**src/rtl/spk_pulse_pkg.sv**
```systemverilog
package spk_pulse_pkg;
  typedef enum logic [1:0] {
    KIND_NONE = 2'd0,
    KIND_PRE  = 2'd1,
    KIND_POST = 2'd2
  } pulse_kind_e;

  localparam int COND_PRE  = 0;
  localparam int COND_POST = 1;
  localparam int N_COND    = 2;
endpackage

```
**src/rtl/spk_trig_detect.sv**
```systemverilog
module spk_trig_detect
  import spk_pulse_pkg::*;
(
  input  logic        clk_i,
  input  logic        rst_ni,
  input  logic        req_i,
  input  logic        ack_i,
  input  logic        rst_req_i,
  output pulse_kind_e kind_o
);
  logic [N_COND-1:0] cond, cond_q, rise;

  assign cond[COND_PRE]  = req_i & ack_i;
  assign cond[COND_POST] = rst_req_i & ack_i;

  for (genvar g = 0; g < N_COND; g++) begin : g_edge
    always_ff @(posedge clk_i or negedge rst_ni) begin
      if (!rst_ni) cond_q[g] <= 1'b0;
      else         cond_q[g] <= cond[g];
    end
    assign rise[g] = cond[g] & ~cond_q[g];
  end

  // reset pulse wins on a tie
  always_comb begin
    if (rise[COND_POST])     kind_o = KIND_POST;
    else if (rise[COND_PRE]) kind_o = KIND_PRE;
    else                     kind_o = KIND_NONE;
  end
endmodule

```
**src/rtl/spk_width_reg.sv**
```systemverilog
module spk_width_reg #(
  parameter int WIDTH_W   = 8,
  parameter int WIDTH_RST = 4
) (
  input  logic               clk_i,
  input  logic               rst_ni,
  input  logic               we_i,
  input  logic [WIDTH_W-1:0] d_i,
  output logic [WIDTH_W-1:0] width_eff_o
);
  localparam logic [WIDTH_W-1:0] RST_VAL = WIDTH_W'(WIDTH_RST);
  localparam logic [WIDTH_W-1:0] MIN_VAL = WIDTH_W'(1);

  logic [WIDTH_W-1:0] width_q;

  always_ff @(posedge clk_i or negedge rst_ni) begin
    if (!rst_ni)   width_q <= RST_VAL;
    else if (we_i) width_q <= d_i;
  end

  assign width_eff_o = (width_q == '0) ? MIN_VAL : width_q;
endmodule

```
**src/rtl/spk_pulse_timer.sv**
```systemverilog
module spk_pulse_timer
  import spk_pulse_pkg::*;
#(
  parameter int WIDTH_W = 8
) (
  input  logic               clk_i,
  input  logic               rst_ni,
  input  pulse_kind_e        start_i,
  input  logic [WIDTH_W-1:0] width_i,
  output logic               active_o,
  output pulse_kind_e        kind_o,
  output logic               done_o
);
  localparam logic [WIDTH_W-1:0] ONE = WIDTH_W'(1);

  logic               active_q, done_q;
  pulse_kind_e        kind_q;
  logic [WIDTH_W-1:0] cnt_q;

  // set on start, self-clear when the delay count runs out
  always_ff @(posedge clk_i or negedge rst_ni) begin
    if (!rst_ni) begin
      active_q <= 1'b0;
      kind_q   <= KIND_NONE;
      cnt_q    <= '0;
      done_q   <= 1'b0;
    end else begin
      done_q <= 1'b0;
      if (active_q) begin
        if (cnt_q == '0) begin
          active_q <= 1'b0;
          kind_q   <= KIND_NONE;
          done_q   <= 1'b1;
        end else begin
          cnt_q <= cnt_q - ONE;
        end
      end else if (start_i != KIND_NONE) begin
        active_q <= 1'b1;
        kind_q   <= start_i;
        cnt_q    <= width_i - ONE;
      end
    end
  end

  assign active_o = active_q;
  assign kind_o   = kind_q;
  assign done_o   = done_q;

  assert_start_R2: assert property (@(posedge clk_i) disable iff (!rst_ni)
    (!active_q && start_i != KIND_NONE) |=> (active_q && kind_q == $past(start_i)));

  assert_hold_R6: assert property (@(posedge clk_i) disable iff (!rst_ni)
    (active_q && cnt_q != '0) |=> (active_q && $stable(kind_q)));

  assert_done_R8: assert property (@(posedge clk_i) disable iff (!rst_ni)
    done_q |-> (!active_q && $past(active_q)));
endmodule

```
**src/rtl/spk_pulse_gen.sv**
```systemverilog
module spk_pulse_gen
  import spk_pulse_pkg::*;
#(
  parameter int WIDTH_W   = 8,
  parameter int WIDTH_RST = 4
) (
  input  logic               clk_i,
  input  logic               rst_ni,
  input  logic               req_i,
  input  logic               ack_i,
  input  logic               rst_req_i,
  input  logic               width_we_i,
  input  logic [WIDTH_W-1:0] width_i,
  output logic               pre_pulse_o,
  output logic               post_pulse_o,
  output logic               done_o
);
  pulse_kind_e        start_kind, cur_kind;
  logic [WIDTH_W-1:0] width_eff;
  logic               active;

  spk_trig_detect u_trig (
    .clk_i     (clk_i),
    .rst_ni    (rst_ni),
    .req_i     (req_i),
    .ack_i     (ack_i),
    .rst_req_i (rst_req_i),
    .kind_o    (start_kind)
  );

  spk_width_reg #(.WIDTH_W(WIDTH_W), .WIDTH_RST(WIDTH_RST)) u_width (
    .clk_i       (clk_i),
    .rst_ni      (rst_ni),
    .we_i        (width_we_i),
    .d_i         (width_i),
    .width_eff_o (width_eff)
  );

  spk_pulse_timer #(.WIDTH_W(WIDTH_W)) u_timer (
    .clk_i    (clk_i),
    .rst_ni   (rst_ni),
    .start_i  (start_kind),
    .width_i  (width_eff),
    .active_o (active),
    .kind_o   (cur_kind),
    .done_o   (done_o)
  );

  assign pre_pulse_o  = active && (cur_kind == KIND_PRE);
  assign post_pulse_o = active && (cur_kind == KIND_POST);

  assert_excl_R9: assert property (@(posedge clk_i) disable iff (!rst_ni)
    !(pre_pulse_o && post_pulse_o));

  assert_prio_R7: assert property (@(posedge clk_i) disable iff (!rst_ni)
    (!pre_pulse_o && !post_pulse_o && $rose(req_i && ack_i) && $rose(rst_req_i && ack_i))
      |=> (post_pulse_o && !pre_pulse_o));

  assert_width_R4: assert property (@(posedge clk_i) disable iff (!rst_ni)
    (width_eff != '0));
endmodule

```
**config.mk**
```make
export PLATFORM = sky130hd
export DESIGN_NAME = spk_pulse_gen
export DESIGN_NICKNAME = d
export VERILOG_FILES = /design/src/rtl/spk_pulse_pkg.sv /design/src/rtl/spk_trig_detect.sv /design/src/rtl/spk_width_reg.sv /design/src/rtl/spk_pulse_timer.sv /design/src/rtl/spk_pulse_gen.sv
export SDC_FILE = /design/constraint.sdc
export NUM_CORES = 1
export LEC_CHECK = 0
export BUFFER_PORTS_ARGS = -buffer_cell sky130_fd_sc_hd__clkbuf_2
export CAP_MARGIN = 20
export CORE_UTILIZATION = 50
export DETAILED_ROUTE_END_ITERATION = 10
export PLACE_DENSITY = 0.71
export SYNTH_ARGS = -nofsm -noshare
export SYNTH_HDL_FRONTEND = slang
export SYNTH_HIERARCHICAL = 1
export SYNTH_SLANG_ARGS = --single-unit
```
**constraint.sdc**
```tcl
create_clock -name clk_i -period 7 [get_ports clk_i]
set_clock_uncertainty 0.2 [all_clocks]
set_input_delay 0.35 -clock clk_i [delete_from_list [all_inputs] [get_ports clk_i]]
set_output_delay 0.35 -clock clk_i [all_outputs]
set_load 0.02 [all_outputs]
```
-- After elaboration in Yosys (flattened, before gate mapping)
Cells that the tools add are included.
- reduce and logical (&&, ||, !) cells: 8
- bitwise logic cells: 6
- add/sub/neg operators: 2
- equality and inequality tests: 4
- mux-type cells: 14
- operators with widths (operator ; count):
    8-bit two-way mux ; 4
    8-bit logical NOT ; 2
    8-bit by 1-bit subtractor with 8-bit output (second input constant) ; 2
    2-bit two-way mux ; 4
    1-bit two-way mux ; 6
    1-bit AND ; 4
    2-bit inequality test (second input constant) ; 2
    2-bit AND reduction ; 2
    2-bit nonzero test ; 2
    2-bit by 1-bit == test with 1-bit output (second input constant) ; 1
    2-bit == test (second input constant) ; 1
    1-bit logical AND ; 2
    1-bit inverter ; 2
- word-level logic and storage cells: 41
- flip-flop bits (word level): 22
- input bits: 14

-- Longest topological paths before layout
- word-level depth: 7
- depth in mapped cells: 8
- gate-level depth less buffers: 8

-- By module
The synthesis kept the hierarchy.
- modules (own cells, without submodules) (module ; instances ; area an instance (um2) ; cells each ; sequential area each (um2)):
    spk_pulse_timer ; 1 ; 775.7 ; 80 ; 300.3
    spk_width_reg ; 1 ; 377.9 ; 27 ; 201.4
    spk_trig_detect ; 1 ; 98.8 ; 7 ; 50.0
    spk_pulse_gen ; 1 ; 17.5 ; 2 ; 0.0

-- Worst setup path after synthesis
Ideal clock, no wire load.
- path kind: register to register
- start point: register u_timer.active_q, in the netlist u_timer/active_o
- end point: register u_timer.cnt_q[4]
- data required time: 6717 ps
- slack: 4789 ps
- library setup time: 83 ps
- arrival time: 1929 ps
- stages on the path, launching flop included: 9
- path through: dfrtp_1 > buf_2 > clkbuf_1 > mux2i_1 > ha_1 > nor3b_1 > xor2_1 > mux2i_1 > o21ai_0
- word-level cells in the longest chain between the ends: 2
- elaborated cells between the ends (all ways): 4
- those cells by class: eq/ne (1); mux (1); reduce/logical (2)
- ends and longest elaborated chain (element ; RTL line ; source):
    from (decl) ; spk_pulse_timer.sv:16 ; logic active_q, done_q;
    from (signal assigned) ; spk_pulse_timer.sv:23 ; active_q <= 1'b0;
    from (signal assigned) ; spk_pulse_timer.sv:31 ; active_q <= 1'b0;
    from (signal assigned) ; spk_pulse_timer.sv:38 ; active_q <= 1'b1;
    2-bit inequality test (no line) / 2-bit nonzero test (equally long branches) ; - ;
    2-bit AND reduction (no line) ; - ;
    to (signal assigned) ; spk_pulse_timer.sv:35 ; cnt_q <= cnt_q - ONE;
    to (signal assigned) ; spk_pulse_timer.sv:40 ; cnt_q <= width_i - ONE;
    to (decl) ; spk_pulse_timer.sv:18 ; logic [WIDTH_W-1:0] cnt_q;
Parallel ways exist; a longest one is shown, timed or not.
A chain may end at the register's enable or synchronous reset.

-- Worst setup path in the final report
Ends and elaborated chain as after synthesis.

==> metrics.txt <==
relative max-transition margin 47.4%; Mapped Cells between 100 and 150; minimum setup slack among reg-to-reg paths between 4000 and 5000 ps; # DRC 0; Hold EP u_width/width_q[1]; syn nets 131; pin count of the biggest net entering global routing 27; num ports 17; Hold-fix buffers, CTS 1; post_cts resized 0; HP Start width_i[1]; global-route wire length before repair roughly 3900 um; Most Used Layer, Global Route met2; row count 17; number of global-route vias before repair slightly below 900; Filler Cells Inserted between 150 and 200; root buffer cell clkbuf_4; antenna violations before repair 0; routability congestion estimate approximately 0.83; gr usage total 19.9%; global routing met3 resource utilization roughly 2.9%; EDFF count, synth 0; via count between 800 and 900; Hold WC Path Type in -> reg; Final setup viols 0; sequential area share after synthesis between 40% and 50%; post-DR vias/cell roughly 5.8; Initial DRC Count 16; crit-path max FO 26; worst hold stages 2; total number of H-tree levels 1; RSZ-0062 raised after global routing no; Storage cell area between 500 and 600 um2; dpl ws approximately 4600 ps; Yosys reg bits 22; Mapped Avg Cell Area 10.9 um2; # nets final between 100 and 150; synth top area cells dfrtp_1, mux2_4, mux2i_1; Critical Path Start Type flip-flop; GR Overflow Total 0; die width ~52 um; post-synth top area cell dfrtp_1; critical path's largest stage delay 870 ps; multi-input logic area about 660 um2; arrival time worst endpoint 2470 ps; Antenna Cells 0; grt met1 use approximately a quarter; Clock Path Buffers 2; clk sink count 22; CTS clk-pin slew, worst paths 130 ps; Area Growth Syn to Fin 9.06%; Pleak around 0.64 nW; pwr dens between 300 and 400 nW/um2; Maximum Capacitance Violations 0; Starting Density roughly 55%; die height 52.4 um; cell area after synthesis between 1000 and 1500 um2; Worst-Skew Late Latency 310 ps; number of distinct library cells after synthesis a little over 40; first drt pass iteration count 4; dpl hpwl around 1700 um; Critical Path Sink Type flip-flop; fin crit period 2430 ps; Req. time, crit path between 7000 and 8000 ps; crit path cell chain mux2i_1, ha_1, nor3b_1, xor2_1, mux2i_1, o21ai_0; reg2reg start u_timer/active_o; yosys warns 6; Worst VDD drop ~0.21 mV; count of input and output buffers 16; Slew @ Worst Pin slightly below 800 ps; max-slew violations 0; worst r2r path cells 6; FF-to-FF End u_timer/cnt_q[4]; postcts setup bufs 0; post-synth top area share between 40% and 50%; Routed WL ~2300 um; Top FF cell, synth dfrtp_1; CTS tree yes; layout cell share with drive strength beyond 1 30.7%; core area 2300 um2; Hold Vio Cnt, Final 0; die area between 2000 and 3000 um2; CP most frequent cell mux2i_1; slowest cell on the critical path dfrtp_1; wire length per cell 14.7 um; status completed; most common library cells after synthesis dfrtp_1, nor2_1, clkbuf_1, mux2_4, o21ai_0; most numerous cell in the Yosys netlist dfrtp_1; ys async rst share 100%; fmax approximately 0.41 GHz; final setup TNS 0 ps; PnR worst setup slack roughly 4600 ps; Post-DRT Antenna Nets 0; final period utilization a little over a third; grt met2 use 33.8%; critical setup path kind reg -> reg; CTS Buf Count 3
state kept, by name, indices dropped and copies added (netlist names):
signal and flops:
u_timer/kind_o 2, u_trig/cond_q 2, u_timer/cnt_q 8, u_timer/done_o 1, u_width/width_q 8, u_timer/active_o 1
metrics by stage:
step                      hold slack, ps  total power, mW  util (%)  area [um2]  cells
after floorplan                     -146            0.366         -        1270    116
after global placement               153            0.401      58.3        1340    150
after detailed placement             161            0.410      58.3        1340    150
after CTS                           44.6            0.483      60.3        1390    155
after global routing                43.3            0.517      60.3        1390    155
final                               54.6            0.480      60.3        1390    155
layer usage:
metal	vias up	routed length [um]
met5	-	0
met4	0	36
met3	4	75
met1	431	1060
li1	444	-
met2	20	1110
how the worst max path moves through the flow:
stage | from | end | slack [ps] | depth (start not counted)
final | u_timer/active_o | u_timer/cnt_q[4] | 4570 | 6
after global routing | u_timer/active_o | u_timer/cnt_q[4] | 4310 | 6
after CTS | u_timer/active_o | u_timer/cnt_q[4] | 4590 | 6
after detailed placement | u_timer/active_o | u_timer/cnt_q[4] | 4590 | 6
after global placement | u_timer/active_o | u_timer/cnt_q[4] | 4720 | 6
after floorplan | u_timer/active_o | u_timer/cnt_q[4] | 4790 | 8
logic make-up after synthesis:
group / after synthesis / share of synthesized area [%]
compound gates: 21 / 10.6
xor+xnor: 7 / 4.83
fa+ha+maj: 1 / 0.985
buf+inv: 12 / 4.24
flops: 22 / 43.4
mux: 16 / 16.0
simple gates: 37 / 19.9
power breakdown:
group / total (mW) / leakage (nW) / internal (mW) / switching, mW
registers: 0.227 / 0.262 / 0.164 / 0.0623
clock network: 0.0709 / 0.0210 / 0.0318 / 0.0392
logic: 0.183 / 0.361 / 0.0977 / 0.0849
total: 0.480 / 0.644 / 0.294 / 0.186
cell type report:
| cell class | instances | area share (%) |
|---|---|---|
| Timing Repair Buffer | 17 | 6.50 |
| Clock buffer | 4 | 2.62 |
| Tap cell | 28 | 2.53 |
| Multi-Input combinational cell | 82 | 48.0 |
| Sequential cell | 22 | 39.8 |
| Inverter | 2 | 0.542 |
worst max-delay path: cells and delay by family (launching register included):
family	cells	cell delay [ps]
AOI/OAI and AO/OA	1	150
and+or+nand+nor	1	270
DFF	1	870
muxes	2	390
xor gates and xnor gates	1	160
adders and majority gates	1	310
cells in the final DEF (no fill, tap or decap), drive strengths merged, types with 2 or more instances in the layout:
| cell type | n |
|---|---|
| nor4 | 5 |
| nor3 | 3 |
| xor2 | 6 |
| and3b | 2 |
| nor3b | 3 |
| nor4b | 2 |
| nor2 | 9 |
| dfrtp | 21 |
| clkbuf | 20 |
| and2 | 2 |
| a21oi | 6 |
| o21ai | 7 |
| mux2 | 10 |
| mux2i | 6 |
| nor2b | 3 |
| inv | 2 |
| nand3 | 3 |
| nand2b | 2 |
Power figures use the tool's default switching activity.
